==> src/rtl/fcs_pkg.sv <==
package fcs_pkg;
  localparam int unsigned BYTE_W  = 8;
  localparam int unsigned FCS_LEN = 4;
  localparam logic [31:0] CRC_POLY_REFL = 32'hEDB88320;  // 0x04C11DB7 bit-reversed
  localparam logic [31:0] CRC_INIT      = 32'hFFFFFFFF;

  // one byte through the reflected CRC-32, lsb first
  function automatic logic [31:0] crc_step(input logic [31:0] c, input logic [BYTE_W-1:0] d);
    logic [31:0] r;
    r = c;
    for (int i = 0; i < BYTE_W; i++) begin
      if (r[0] ^ d[i]) r = (r >> 1) ^ CRC_POLY_REFL;
      else             r = r >> 1;
    end
    return r;
  endfunction
endpackage

==> src/rtl/fcs_len_guard.sv <==
module fcs_len_guard #(
  parameter int unsigned CW = 11
) (
  input  logic          clk_i,
  input  logic          rst_ni,
  input  logic          step_i,
  input  logic          clr_i,
  input  logic [CW-1:0] limit_i,
  output logic          at_max_o
);
  logic [CW-1:0] cnt_q;

  assign at_max_o = (cnt_q == limit_i - CW'(1));

  always_ff @(posedge clk_i or negedge rst_ni) begin
    if (!rst_ni)     cnt_q <= '0;
    else if (clr_i)  cnt_q <= '0;
    else if (step_i) cnt_q <= cnt_q + CW'(1);
  end
endmodule

==> src/rtl/fcs_strip.sv <==
module fcs_strip
  import fcs_pkg::*;
#(
  parameter int unsigned MAX_LEN = 2016,
  localparam int unsigned CW = $clog2(MAX_LEN + 1),
  localparam int unsigned FW = $clog2(FCS_LEN + 1),
  localparam int unsigned IW = $clog2(FCS_LEN)
) (
  input  logic              clk_i,
  input  logic              rst_ni,
  input  logic              keep_i,
  input  logic [BYTE_W-1:0] in_data_i,
  input  logic              in_valid_i,
  input  logic              in_last_i,
  output logic              in_ready_o,
  output logic [BYTE_W-1:0] out_data_o,
  output logic              out_valid_o,
  output logic              out_last_o,
  input  logic              out_ready_i,
  output logic              err_o
);
  logic [BYTE_W-1:0] hold_q [FCS_LEN];
  logic [FW-1:0]     fill_q;
  logic in_frame_q, mode_q, drop_q, err_q;
  logic mode_eff, eff_last, full, acc, step, fin, at_max;

  fcs_len_guard #(.CW(CW)) u_guard (
    .clk_i, .rst_ni,
    .step_i  (step),
    .clr_i   (fin),
    .limit_i (CW'(MAX_LEN)),
    .at_max_o(at_max)
  );

  always_comb begin
    mode_eff    = in_frame_q ? mode_q : keep_i;
    eff_last    = in_last_i | at_max;
    full        = (fill_q == FW'(FCS_LEN));
    out_data_o  = in_data_i;
    out_valid_o = 1'b0;
    out_last_o  = 1'b0;
    in_ready_o  = 1'b0;
    if (drop_q) begin
      in_ready_o = 1'b1;
    end else if (mode_eff) begin
      out_valid_o = in_valid_i;
      out_last_o  = eff_last;
      in_ready_o  = out_ready_i;
    end else begin
      // oldest held byte leaves as the fifth arrives
      out_data_o  = hold_q[0];
      out_valid_o = in_valid_i & full;
      out_last_o  = eff_last;
      in_ready_o  = full ? out_ready_i : 1'b1;
    end
    acc  = in_valid_i & in_ready_o;
    step = acc & ~drop_q;
    fin  = step & eff_last;
  end

  assign err_o = err_q;

  always_ff @(posedge clk_i or negedge rst_ni) begin
    if (!rst_ni) begin
      in_frame_q <= 1'b0;
      mode_q     <= 1'b0;
      drop_q     <= 1'b0;
      err_q      <= 1'b0;
      fill_q     <= '0;
      for (int i = 0; i < FCS_LEN; i++) hold_q[i] <= '0;
    end else begin
      err_q <= step & at_max & ~in_last_i;
      if (drop_q && acc && in_last_i) drop_q <= 1'b0;
      if (step) begin
        if (!in_frame_q) mode_q <= keep_i;
        in_frame_q <= 1'b1;
        if (!mode_eff) begin
          if (eff_last) begin
            fill_q <= '0;
          end else if (full) begin
            for (int i = 0; i < FCS_LEN - 1; i++) hold_q[i] <= hold_q[i+1];
            hold_q[FCS_LEN-1] <= in_data_i;
          end else begin
            hold_q[fill_q[IW-1:0]] <= in_data_i;
            fill_q <= fill_q + FW'(1);
          end
        end
        if (fin) begin
          in_frame_q <= 1'b0;
          if (at_max && !in_last_i) drop_q <= 1'b1;
        end
      end
    end
  end
endmodule

==> src/rtl/fcs_append.sv <==
module fcs_append
  import fcs_pkg::*;
#(
  parameter int unsigned MAX_LEN = 2016,
  localparam int unsigned CW = $clog2(MAX_LEN + 1)
) (
  input  logic              clk_i,
  input  logic              rst_ni,
  input  logic              keep_i,
  input  logic [BYTE_W-1:0] in_data_i,
  input  logic              in_valid_i,
  input  logic              in_last_i,
  output logic              in_ready_o,
  output logic [BYTE_W-1:0] out_data_o,
  output logic              out_valid_o,
  output logic              out_last_o,
  input  logic              out_ready_i,
  output logic              err_o
);
  logic        in_frame_q, mode_q, drop_q, ins_q, err_q;
  logic [1:0]  idx_q;
  logic [31:0] crc_q, crc_nxt, fcs;
  logic [CW-1:0] limit;
  logic mode_eff, eff_last, acc, step, fin, at_max;

  fcs_len_guard #(.CW(CW)) u_guard (
    .clk_i, .rst_ni,
    .step_i  (step),
    .clr_i   (fin),
    .limit_i (limit),
    .at_max_o(at_max)
  );

  always_comb begin
    mode_eff    = in_frame_q ? mode_q : keep_i;
    limit       = mode_eff ? CW'(MAX_LEN) : CW'(MAX_LEN - FCS_LEN);
    eff_last    = in_last_i | at_max;
    crc_nxt     = crc_step(in_frame_q ? crc_q : CRC_INIT, in_data_i);
    fcs         = ~crc_q;
    out_data_o  = in_data_i;
    out_valid_o = 1'b0;
    out_last_o  = 1'b0;
    in_ready_o  = 1'b0;
    if (ins_q) begin
      out_data_o  = fcs[{idx_q, 3'b000} +: BYTE_W];
      out_valid_o = 1'b1;
      out_last_o  = (idx_q == 2'd3);
    end else if (drop_q) begin
      in_ready_o = 1'b1;
    end else begin
      out_valid_o = in_valid_i;
      out_last_o  = mode_eff & eff_last;
      in_ready_o  = out_ready_i;
    end
    acc  = in_valid_i & in_ready_o;
    step = acc & ~drop_q & ~ins_q;
    fin  = step & eff_last;
  end

  assign err_o = err_q;

  always_ff @(posedge clk_i or negedge rst_ni) begin
    if (!rst_ni) begin
      in_frame_q <= 1'b0;
      mode_q     <= 1'b0;
      drop_q     <= 1'b0;
      ins_q      <= 1'b0;
      err_q      <= 1'b0;
      idx_q      <= '0;
      crc_q      <= CRC_INIT;
    end else begin
      err_q <= step & at_max & ~in_last_i;
      if (ins_q && out_ready_i) begin
        idx_q <= idx_q + 2'd1;
        if (idx_q == 2'd3) ins_q <= 1'b0;
      end
      if (!ins_q && drop_q && acc && in_last_i) drop_q <= 1'b0;
      if (step) begin
        if (!in_frame_q) mode_q <= keep_i;
        in_frame_q <= 1'b1;
        crc_q      <= crc_nxt;
        if (fin) begin
          in_frame_q <= 1'b0;
          if (!mode_eff) begin
            ins_q <= 1'b1;
            idx_q <= '0;
          end
          if (at_max && !in_last_i) drop_q <= 1'b1;
        end
      end
    end
  end
endmodule

==> src/rtl/crc_frame_adapter.sv <==
module crc_frame_adapter
  import fcs_pkg::*;
#(
  parameter int unsigned MAX_LEN = 2016
) (
  input  logic              clk_i,
  input  logic              rst_ni,
  input  logic              keep_fcs_i,
  input  logic [BYTE_W-1:0] eth_rx_data_i,
  input  logic              eth_rx_valid_i,
  input  logic              eth_rx_last_i,
  output logic              eth_rx_ready_o,
  output logic [BYTE_W-1:0] ser_tx_data_o,
  output logic              ser_tx_valid_o,
  output logic              ser_tx_last_o,
  input  logic              ser_tx_ready_i,
  input  logic [BYTE_W-1:0] ser_rx_data_i,
  input  logic              ser_rx_valid_i,
  input  logic              ser_rx_last_i,
  output logic              ser_rx_ready_o,
  output logic [BYTE_W-1:0] eth_tx_data_o,
  output logic              eth_tx_valid_o,
  output logic              eth_tx_last_o,
  input  logic              eth_tx_ready_i,
  output logic              strip_err_o,
  output logic              append_err_o
);
  fcs_strip #(.MAX_LEN(MAX_LEN)) u_strip (
    .clk_i, .rst_ni,
    .keep_i     (keep_fcs_i),
    .in_data_i  (eth_rx_data_i),
    .in_valid_i (eth_rx_valid_i),
    .in_last_i  (eth_rx_last_i),
    .in_ready_o (eth_rx_ready_o),
    .out_data_o (ser_tx_data_o),
    .out_valid_o(ser_tx_valid_o),
    .out_last_o (ser_tx_last_o),
    .out_ready_i(ser_tx_ready_i),
    .err_o      (strip_err_o)
  );

  fcs_append #(.MAX_LEN(MAX_LEN)) u_app (
    .clk_i, .rst_ni,
    .keep_i     (keep_fcs_i),
    .in_data_i  (ser_rx_data_i),
    .in_valid_i (ser_rx_valid_i),
    .in_last_i  (ser_rx_last_i),
    .in_ready_o (ser_rx_ready_o),
    .out_data_o (eth_tx_data_o),
    .out_valid_o(eth_tx_valid_o),
    .out_last_o (eth_tx_last_o),
    .out_ready_i(eth_tx_ready_i),
    .err_o      (append_err_o)
  );
endmodule

==> config.mk <==
export PLATFORM = sky130hd
export DESIGN_NAME = crc_frame_adapter
export DESIGN_NICKNAME = d
export VERILOG_FILES = /design/src/rtl/fcs_pkg.sv /design/src/rtl/fcs_len_guard.sv /design/src/rtl/fcs_strip.sv /design/src/rtl/fcs_append.sv /design/src/rtl/crc_frame_adapter.sv
export SDC_FILE = /design/constraint.sdc
export NUM_CORES = 1
export LEC_CHECK = 0
export ABC_AREA = 0
export BUFFER_PORTS_ARGS = -buffer_cell sky130_fd_sc_hd__buf_2
export CAP_MARGIN = 5
export CORE_MARGIN = 5
export CORE_UTILIZATION = 50
export CTS_CLUSTER_DIAMETER = 120
export DETAILED_ROUTE_END_ITERATION = 16
export PLACE_DENSITY = 0.74
export SLEW_MARGIN = 15
export SYNTH_ARGS = -nofsm -noshare
export SYNTH_HDL_FRONTEND = slang
export SYNTH_SLANG_ARGS = --single-unit
==> constraint.sdc <==
create_clock -name clk_i -period 2.6 [get_ports clk_i]
set_input_delay 0.39 -clock clk_i [delete_from_list [all_inputs] [get_ports clk_i]]
set_output_delay 0.39 -clock clk_i [all_outputs]
set_load 0.02 [all_outputs]
==> results.yml, run 1 <==
outcome:
  outcome: "complete, no violations"
pwr:
  power_density_nw_per_um2: 1285
  combPwrFrac_pct: 51.2
  p_sw_share_pct: 40.09
  p_seq_share_pct: 33.0
  irDropWorstVdd_uv: 478.9
  p_int_mw: 5.140
  p_clk_share_pct: 15.8
  leakage_nw: 2.863
  p_sw_mw: 3.440
place:
  dp_hpwl_microns: 8954
  portBuffers: 48
  routabilityCongestion: 0.8804
clocking:
  cts_sinks: 100
  cts_made_buffers: 9
  cts-root-buf: "clkbuf_16"
  clock_path_buffers: 2
  hold_buffers: 0
  htree_levels: 3
  clock_latency_ns: 0.36
  cts_tree: "yes"
  clkTransAtPathRegs_ns: 0.08
synthesis:
  syn_inst: 609
  synth-seq-area-share_pct: 42.99
  ys_warn_count: 0
  netlist_area_sq_um: 5914
  synth_fp_nets: 641
  synth_cell_types: 52
  post-synth-top-area-fraction_pct: 28.77
  ys.flop_type: "dfrtp_1"
  ys_seq_elements: 100
  postSynth.asyncResetShare_pct: 100.0
  synth_edf_count: 0
  syn_avg_cell_area_sq_um: 9.712
  netlist.top_cell.by_area: "dfrtp_1"
  synthTopCellsByArea: "dfrtp_1, dfstp_2, xnor2_1, nand2_1, o21ai_0"
floorplanning:
  dieWidth_microns: 118.8
  dieHeight_microns: 118.8
  initial_core_util_pct: 51.36
  num_rows: 39
  die_area_sq_um: 14100
  core-area_sq_um: 11520
  boundaryPins: 49
routing:
  routed_wl_microns: 12770
  vias: 4439
  wire_per_inst_microns: 15.99
  drtAntennaViolNets: 0
  drc_errors: 0
  dr.first_iter.drc_count: 300
  dr.pass1.iters: 5
  routed_via_density: 5.556
finish:
  drive_gt1_share_pct: 24.24
  area_growth_syn_to_layout_pct: 12.93
  nets: 683
  diodes: 0
  final_common_cell: "nand2_1"
  fillers: 955
  layout_common_cells: "nand2_1, dfrtp_1, xnor2_1, o21ai_0, nor2_1"
sta:
  post-route-period-util_pct: 92.33
  fin_skew_ns: 0.008063
  rsz0062_at_grt: "false"
  hold_ws_ns: 0.04776
  setup_tns_ns: 0
  max_freq_ghz: 0.4166
  relSlewSlack_pct: 57.25
  worst_slew_pin_slew_ns: 0.6413
  drv_slew: 0
  period_minus_slack_ns: 2.401
  finalHoldViolCount: 0
  final-setup-viol-count: 0
grt:
  top_usage_layer: "met2"
  met2_usage_pct: 31.05
  grt_max_degree: 72
  grt_pass1_wl_microns: 21760
  track_usage_pct: 18.97
  grt_use_met3_pct: 5.062
  grt_pass1_vias: 4397
  antenna_found_initial: 0
  overflow: 0
  globalRouteMet1Util_pct: 25.35
setup_path:
  required_ns: 2.21
  crit_end: "ser_tx_last_o"
  setup.worst_path.start: "u_strip.u_guard.cnt_q[0]$_DFFE_PN0P_"
  r2r_start: "u_app.in_frame_q$_DFFE_PN0N_"
  end_kind: "output port"
  path_max_fanout: 7
  crit_type: "register to output port"
  worstPathArrival_ns: 2.01
  r2r_slack_ns: 0.42
  reg2reg_to: "u_app.crc_q[22]$_DFFE_PN1N_"
  startpoint_type: "register"
  r2r.worst_path.cells: 7
job:
  drv_cap: 0
hold_path:
  min_path_type: "input port to async pin"
==> critical path, stage by stage, from the launching register on <==
cell,delay (ns)
dfrtp_1,0.40
ha_1,0.21
nand4_1,0.15
nor4_4,0.36
nor2_1,0.21
nor2_1,0.14
buf_2,0.18
==> worst min path at each step <==
stage,end,slack [ns]
floorplan,u_app.drop_q$_DFF_PN0_,0.09
global placement,u_strip.hold_q[4]$_DFFE_PN0P_,0.45
detailed placement,u_strip.hold_q[2]$_DFFE_PN0P_,0.46
CTS,u_strip.hold_q[2]$_DFFE_PN0P_,0.06
global route,u_strip.hold_q[3]$_DFFE_PN0P_,0.09
finish,u_strip.hold_q[2]$_DFFE_PN0P_,0.05
==> layer usage <==
metal	wire length [microns]	part of all wire, %	up-vias
li1	-	-	2162
met1	5819	46	2169
met2	6259	49	101
met3	587	4.6	7
met4	108	0.85	0
met5	0	0	-
==> synthesized netlist by cell type (8+ instances only) <==
cell type  number
mux4_2          8
xor2_1         26
nor2b_1         9
dfstp_2        32
o22ai_1        16
xnor2_1        54
xnor2_2         8
o21ai_1         9
a21oi_1        36
nand2_1        88
dfrtp_1        68
nand2b_1       17
nor2_1         49
mux2_2         16
nand3_1        14
mux2i_1        10
o21ai_0        51
clkbuf_1       21
buf_2           8
==> timing repair <==
item,in CTS,in global routing
endpoints found under the setup margin,0,2
gates resized for setup,0,3
setup buffers,0,0
==> flip-flops by register name, summed over array words and instances, names as in the netlist <==
name and count:
u_app.crc_q 32, u_app.drop_q 1, u_app.err_o 1, u_app.idx_q 2, u_app.in_frame_q 1, u_app.ins_q 1
u_app.mode_q 1, u_app.u_guard.cnt_q 11, u_strip.drop_q 1, u_strip.err_o 1, u_strip.fill_q 3, u_strip.hold_q 32
u_strip.in_frame_q 1, u_strip.mode_q 1, u_strip.u_guard.cnt_q 11
==> cell families after synthesis <==
family	share of synthesized area [%]
flip-flops	42.99
AND/OR/NAND/NOR	16.12
buffers and inverters	2.771
adder cells (fa/ha/maj)	1.481
multiplexers	7.785
XOR/XNOR	16.84
AO/OA/AOI/OAI	12.02
==> area by class of cell <==
class | count | area [sq um] | area share, %
timing repair buffer | 63 | 380.4 | 5.695
sequential | 100 | 2542 | 38.07
multi-input combinational | 471 | 3238 | 48.48
tap | 143 | 178.9 | 2.679
clock inverter | 7 | 91.34 | 1.368
clock buffer | 9 | 225.2 | 3.372
inverter | 6 | 22.52 | 0.3372
==> through the flow <==
| step | util (%) | setup WS (ns) | instance area [sq um] | total power, mW | std cells |
|---|---|---|---|---|---|
| 2_1_floorplan | - | 0.2736 | 5914 | 6.184 | 609 |
| 3_3_place_gp | 55.08 | 0.4461 | 6344 | 7.095 | 783 |
| 3_5_place_dp | 55.08 | 0.3548 | 6344 | 7.209 | 783 |
| 4_1_cts | 57.83 | 0.09042 | 6660 | 8.635 | 799 |
| 5_1_grt | 58.00 | 0.01656 | 6679 | 9.186 | 799 |
| 6_report | 58.00 | 0.1994 | 6679 | 8.580 | 799 |
==> power groups by stage <==
stage / clock network [mW] / logic [mW] / registers, mW
floorplan: 0 / 3.60 / 2.58
detailed placement: 0 / 4.37 / 2.84
finish: 1.36 / 4.39 / 2.83
global placement: 0 / 4.28 / 2.82
CTS: 1.40 / 4.42 / 2.82
global route: 1.47 / 4.80 / 2.91
No activity file was read; power rests on OpenSTA's default activity.
==> inputs of run 2 (changes only) <==
--- a/config.mk
+++ b/config.mk
@@ -5,14 +5,14 @@
 export SDC_FILE = /design/constraint.sdc
 export NUM_CORES = 1
 export LEC_CHECK = 0
-export ABC_AREA = 0
+export ABC_AREA = 1
 export BUFFER_PORTS_ARGS = -buffer_cell sky130_fd_sc_hd__buf_2
 export CAP_MARGIN = 5
 export CORE_MARGIN = 5
 export CORE_UTILIZATION = 50
 export CTS_CLUSTER_DIAMETER = 120
 export DETAILED_ROUTE_END_ITERATION = 16
-export PLACE_DENSITY = 0.74
+export PLACE_DENSITY = 0.73
 export SLEW_MARGIN = 15
 export SYNTH_ARGS = -nofsm -noshare
 export SYNTH_HDL_FRONTEND = slang
==> constraint.sdc (replaced) <==
create_clock -name clk_i -period 2.39 [get_ports clk_i]
set_input_delay 0.3585 -clock clk_i [delete_from_list [all_inputs] [get_ports clk_i]]
set_output_delay 0.3585 -clock clk_i [all_outputs]
set_load 0.02 [all_outputs]
==> run 2 against run 1 <==
Cell count rose by 30%. Largest power group unchanged. Die area rose by 6.4%. Sequential share of layout area fell by 1.8 points. Combinational power rose by 23%. Non-clock buffer count rose by 1.
==> results.yml, run 2 <==
finish:
  regArea_sq_um: 2542
  final_common_cell: "nand2_1"
  multi_input_area_sq_um: 3248
  diodes: 0
  fillers: 1198
  layout_common_cells: "nand2_1, inv_1, nor2_1, dfrtp_1, o21ai_0"
  postLayoutCoreUtil_pct: 55.95
  area_growth_syn_to_layout_pct: 10.63
  final_cells: 1041
  nets: 896
  drive_gt1_share_pct: 20.02
  reg.largest.list: "u_app.crc_q: 32 flops, u_strip.hold_q: 32 flops"
sta:
  drv_slew: 0
  rsz0062_at_grt: "false"
  worst_slew_pin_slew_ns: 0.5814
  max_freq_ghz: 0.4555
  setup_tns_ns: 0
  period_minus_slack_ns: 2.195
  post-route-period-util_pct: 91.86
  final-setup-viol-count: 0
  finalHoldViolCount: 0
  fin_skew_ns: 0.009517
  relSlewSlack_pct: 61.23
setup_path:
  end_kind: "output port"
  crit_type: "register to output port"
  cpPeakStageDelay_ns: 0.41
  required_ns: 2.03
  cpMostUsedCell: "nand2_1"
  startpoint_type: "register"
  crit_chain: "buf_4 -> nand2_2 -> nand2_4 -> inv_1 -> a21oi_1 -> nand2_1 -> nand2_1 -> nand4_1 -> o21ai_0 -> buf_2"
  worstPathArrival_ns: 1.84
  critPathSlowestCell: "dfrtp_1"
  path_max_fanout: 7
synthesis:
  synthTopCellsByArea: "dfrtp_1, dfstp_2, nand2_1, xor2_1, o21ai_0"
  ys_seq_elements: 100
  synth_cell_types: 48
  postSynth.asyncResetShare_pct: 100.0
  syn_inst: 821
  netlist_area_sq_um: 6330
  yosysMostFrequentCell: "nand2_1"
  ys_warn_count: 0
  netlist.top_cell.by_area: "dfrtp_1"
  synth_common_cells: "nand2_1, inv_1, nor2_1, dfrtp_1, o21ai_0"
  synth_fp_nets: 853
  synth-seq-area-share_pct: 40.17
  synth_edf_count: 0
  post-synth-top-area-fraction_pct: 26.88
  ys.flop_type: "dfrtp_1"
  syn_avg_cell_area_sq_um: 7.710
routing:
  dr.first_iter.drc_count: 362
  drtAntennaViolNets: 0
  wire_per_inst_microns: 13.26
  routed_wl_microns: 13800
  dr.pass1.iters: 5
  drc_errors: 0
  vias: 5274
  routed_via_density: 5.066
grt:
  overflow: 0
  grt_pass1_wl_microns: 23580
  grt_max_degree: 42
  antenna_found_initial: 0
  track_usage_pct: 19.61
  grt_pass1_vias: 4927
place:
  portBuffers: 48
  routabilityCongestion: 0.8182
  dp_hpwl_microns: 10050
  dp.cells: 1023
clocking:
  cts_made_buffers: 9
  cts_sinks: 100
  cts-root-buf: "clkbuf_16"
  htree_levels: 3
  clock_latency_ns: 0.35
  cts_tree: "yes"
  clkTransAtPathRegs_ns: 0.07
  clock_path_buffers: 2
floorplanning:
  die_area_sq_um: 15010
  core-area_sq_um: 12520
  dieWidth_microns: 122.5
  num_rows: 41
  boundaryPins: 49
  initial_core_util_pct: 50.57
  dieHeight_microns: 122.5
pwr:
  p_total_mw: 9.700
  leakage_nw: 3.401
  power_density_nw_per_um2: 1385
  irDropWorstVdd_uv: 652.7
hold_path:
  min_path_type: "input port to register"
job:
  drv_cap: 0
outcome:
  outcome: "complete, no violations"
==> run 2: final timing paths <==
path | cells after the start | from | endpoint | slack, ns
worst max-delay path | 10 | u_app.in_frame_q$_DFFE_PN0N_ | eth_tx_last_o | 0.19
worst min-delay path | 2 | ser_rx_last_i | u_app.err_o$_DFF_PN0_ | 0.21
worst max register to register | 8 | u_strip.fill_q[0]$_DFFE_PN0P_ | u_strip.hold_q[20]$_DFFE_PN0P_ | 0.32
worst min register to register | 2 | u_app.crc_q[12]$_DFFE_PN1N_ | u_app.crc_q[12]$_DFFE_PN1N_ | 0.48
max in group asynchronous | 3 | rst_ni | u_app.crc_q[26]$_DFFE_PN1N_ | 1.11
min in group asynchronous | 2 | rst_ni | u_strip.hold_q[31]$_DFFE_PN0P_ | 0.53
==> run 2: routing by layer <==
metal,vias to the layer above,part of all wire (%),track usage [%]
met3,13,4.8,4.516
met4,0,1.5,5.458
met2,115,48,32.74
met1,2410,46,25.63
li1,2736,-,-
met5,-,0,0
==> run 2: critical path, delay by kind of cell (launching register included) <==
family,cells,cell delay (ns)
flip-flops,1,0.41
AO/OA/AOI/OAI,2,0.22
buffers and inverters,3,0.45
AND/OR/NAND/NOR,5,0.40
==> run 2: timing repair <==
item                       in CTS  in global routing
hold buffers                    1                  0
hold endpoints to repair       12                  0
setup endpoints to repair       0                  1
resized for setup               0                  1
setup buffers                   0                  1
==> run 2: through the flow <==
step | setup WS, ns | area [sq um] | hold slack (ns)
finish | 0.1945 | 7003 | 0.2086
detailed placement | 0.3331 | 6704 | 0.3755
global route | 0.02398 | 7003 | 0.1965
CTS | 0.06418 | 6992 | 0.1963
floorplan | 0.5493 | 6330 | 0.06291
global placement | 0.4192 | 6704 | 0.3778
==> run 2: kinds of logic after synthesis <==
logic type	count (synthesis)	synth area share, %
adder cells (fa/ha/maj)	7	1.384
AND/OR/NAND/NOR	367	27.22
XOR/XNOR	47	7.452
flip-flops	100	40.17
AO/OA/AOI/OAI	180	15.26
buffers and inverters	120	8.520
==> run 2: where the power goes <==
group / total, mW / internal, mW / switching (mW)
sequential: 2.92 / 2.51 / 0.414
combinational: 5.40 / 1.96 / 3.43
clock: 1.38 / 0.743 / 0.638
total: 9.70 / 5.21 / 4.49
==> run 2: final cells by class <==
type,count,area share [%]
clock buffers,12,3.520
clock inverters,4,0.4467
inverters,88,4.878
multi-input cells,601,46.38
flip-flops and latches,100,36.31
well taps,172,3.073
repair buffers,64,5.396
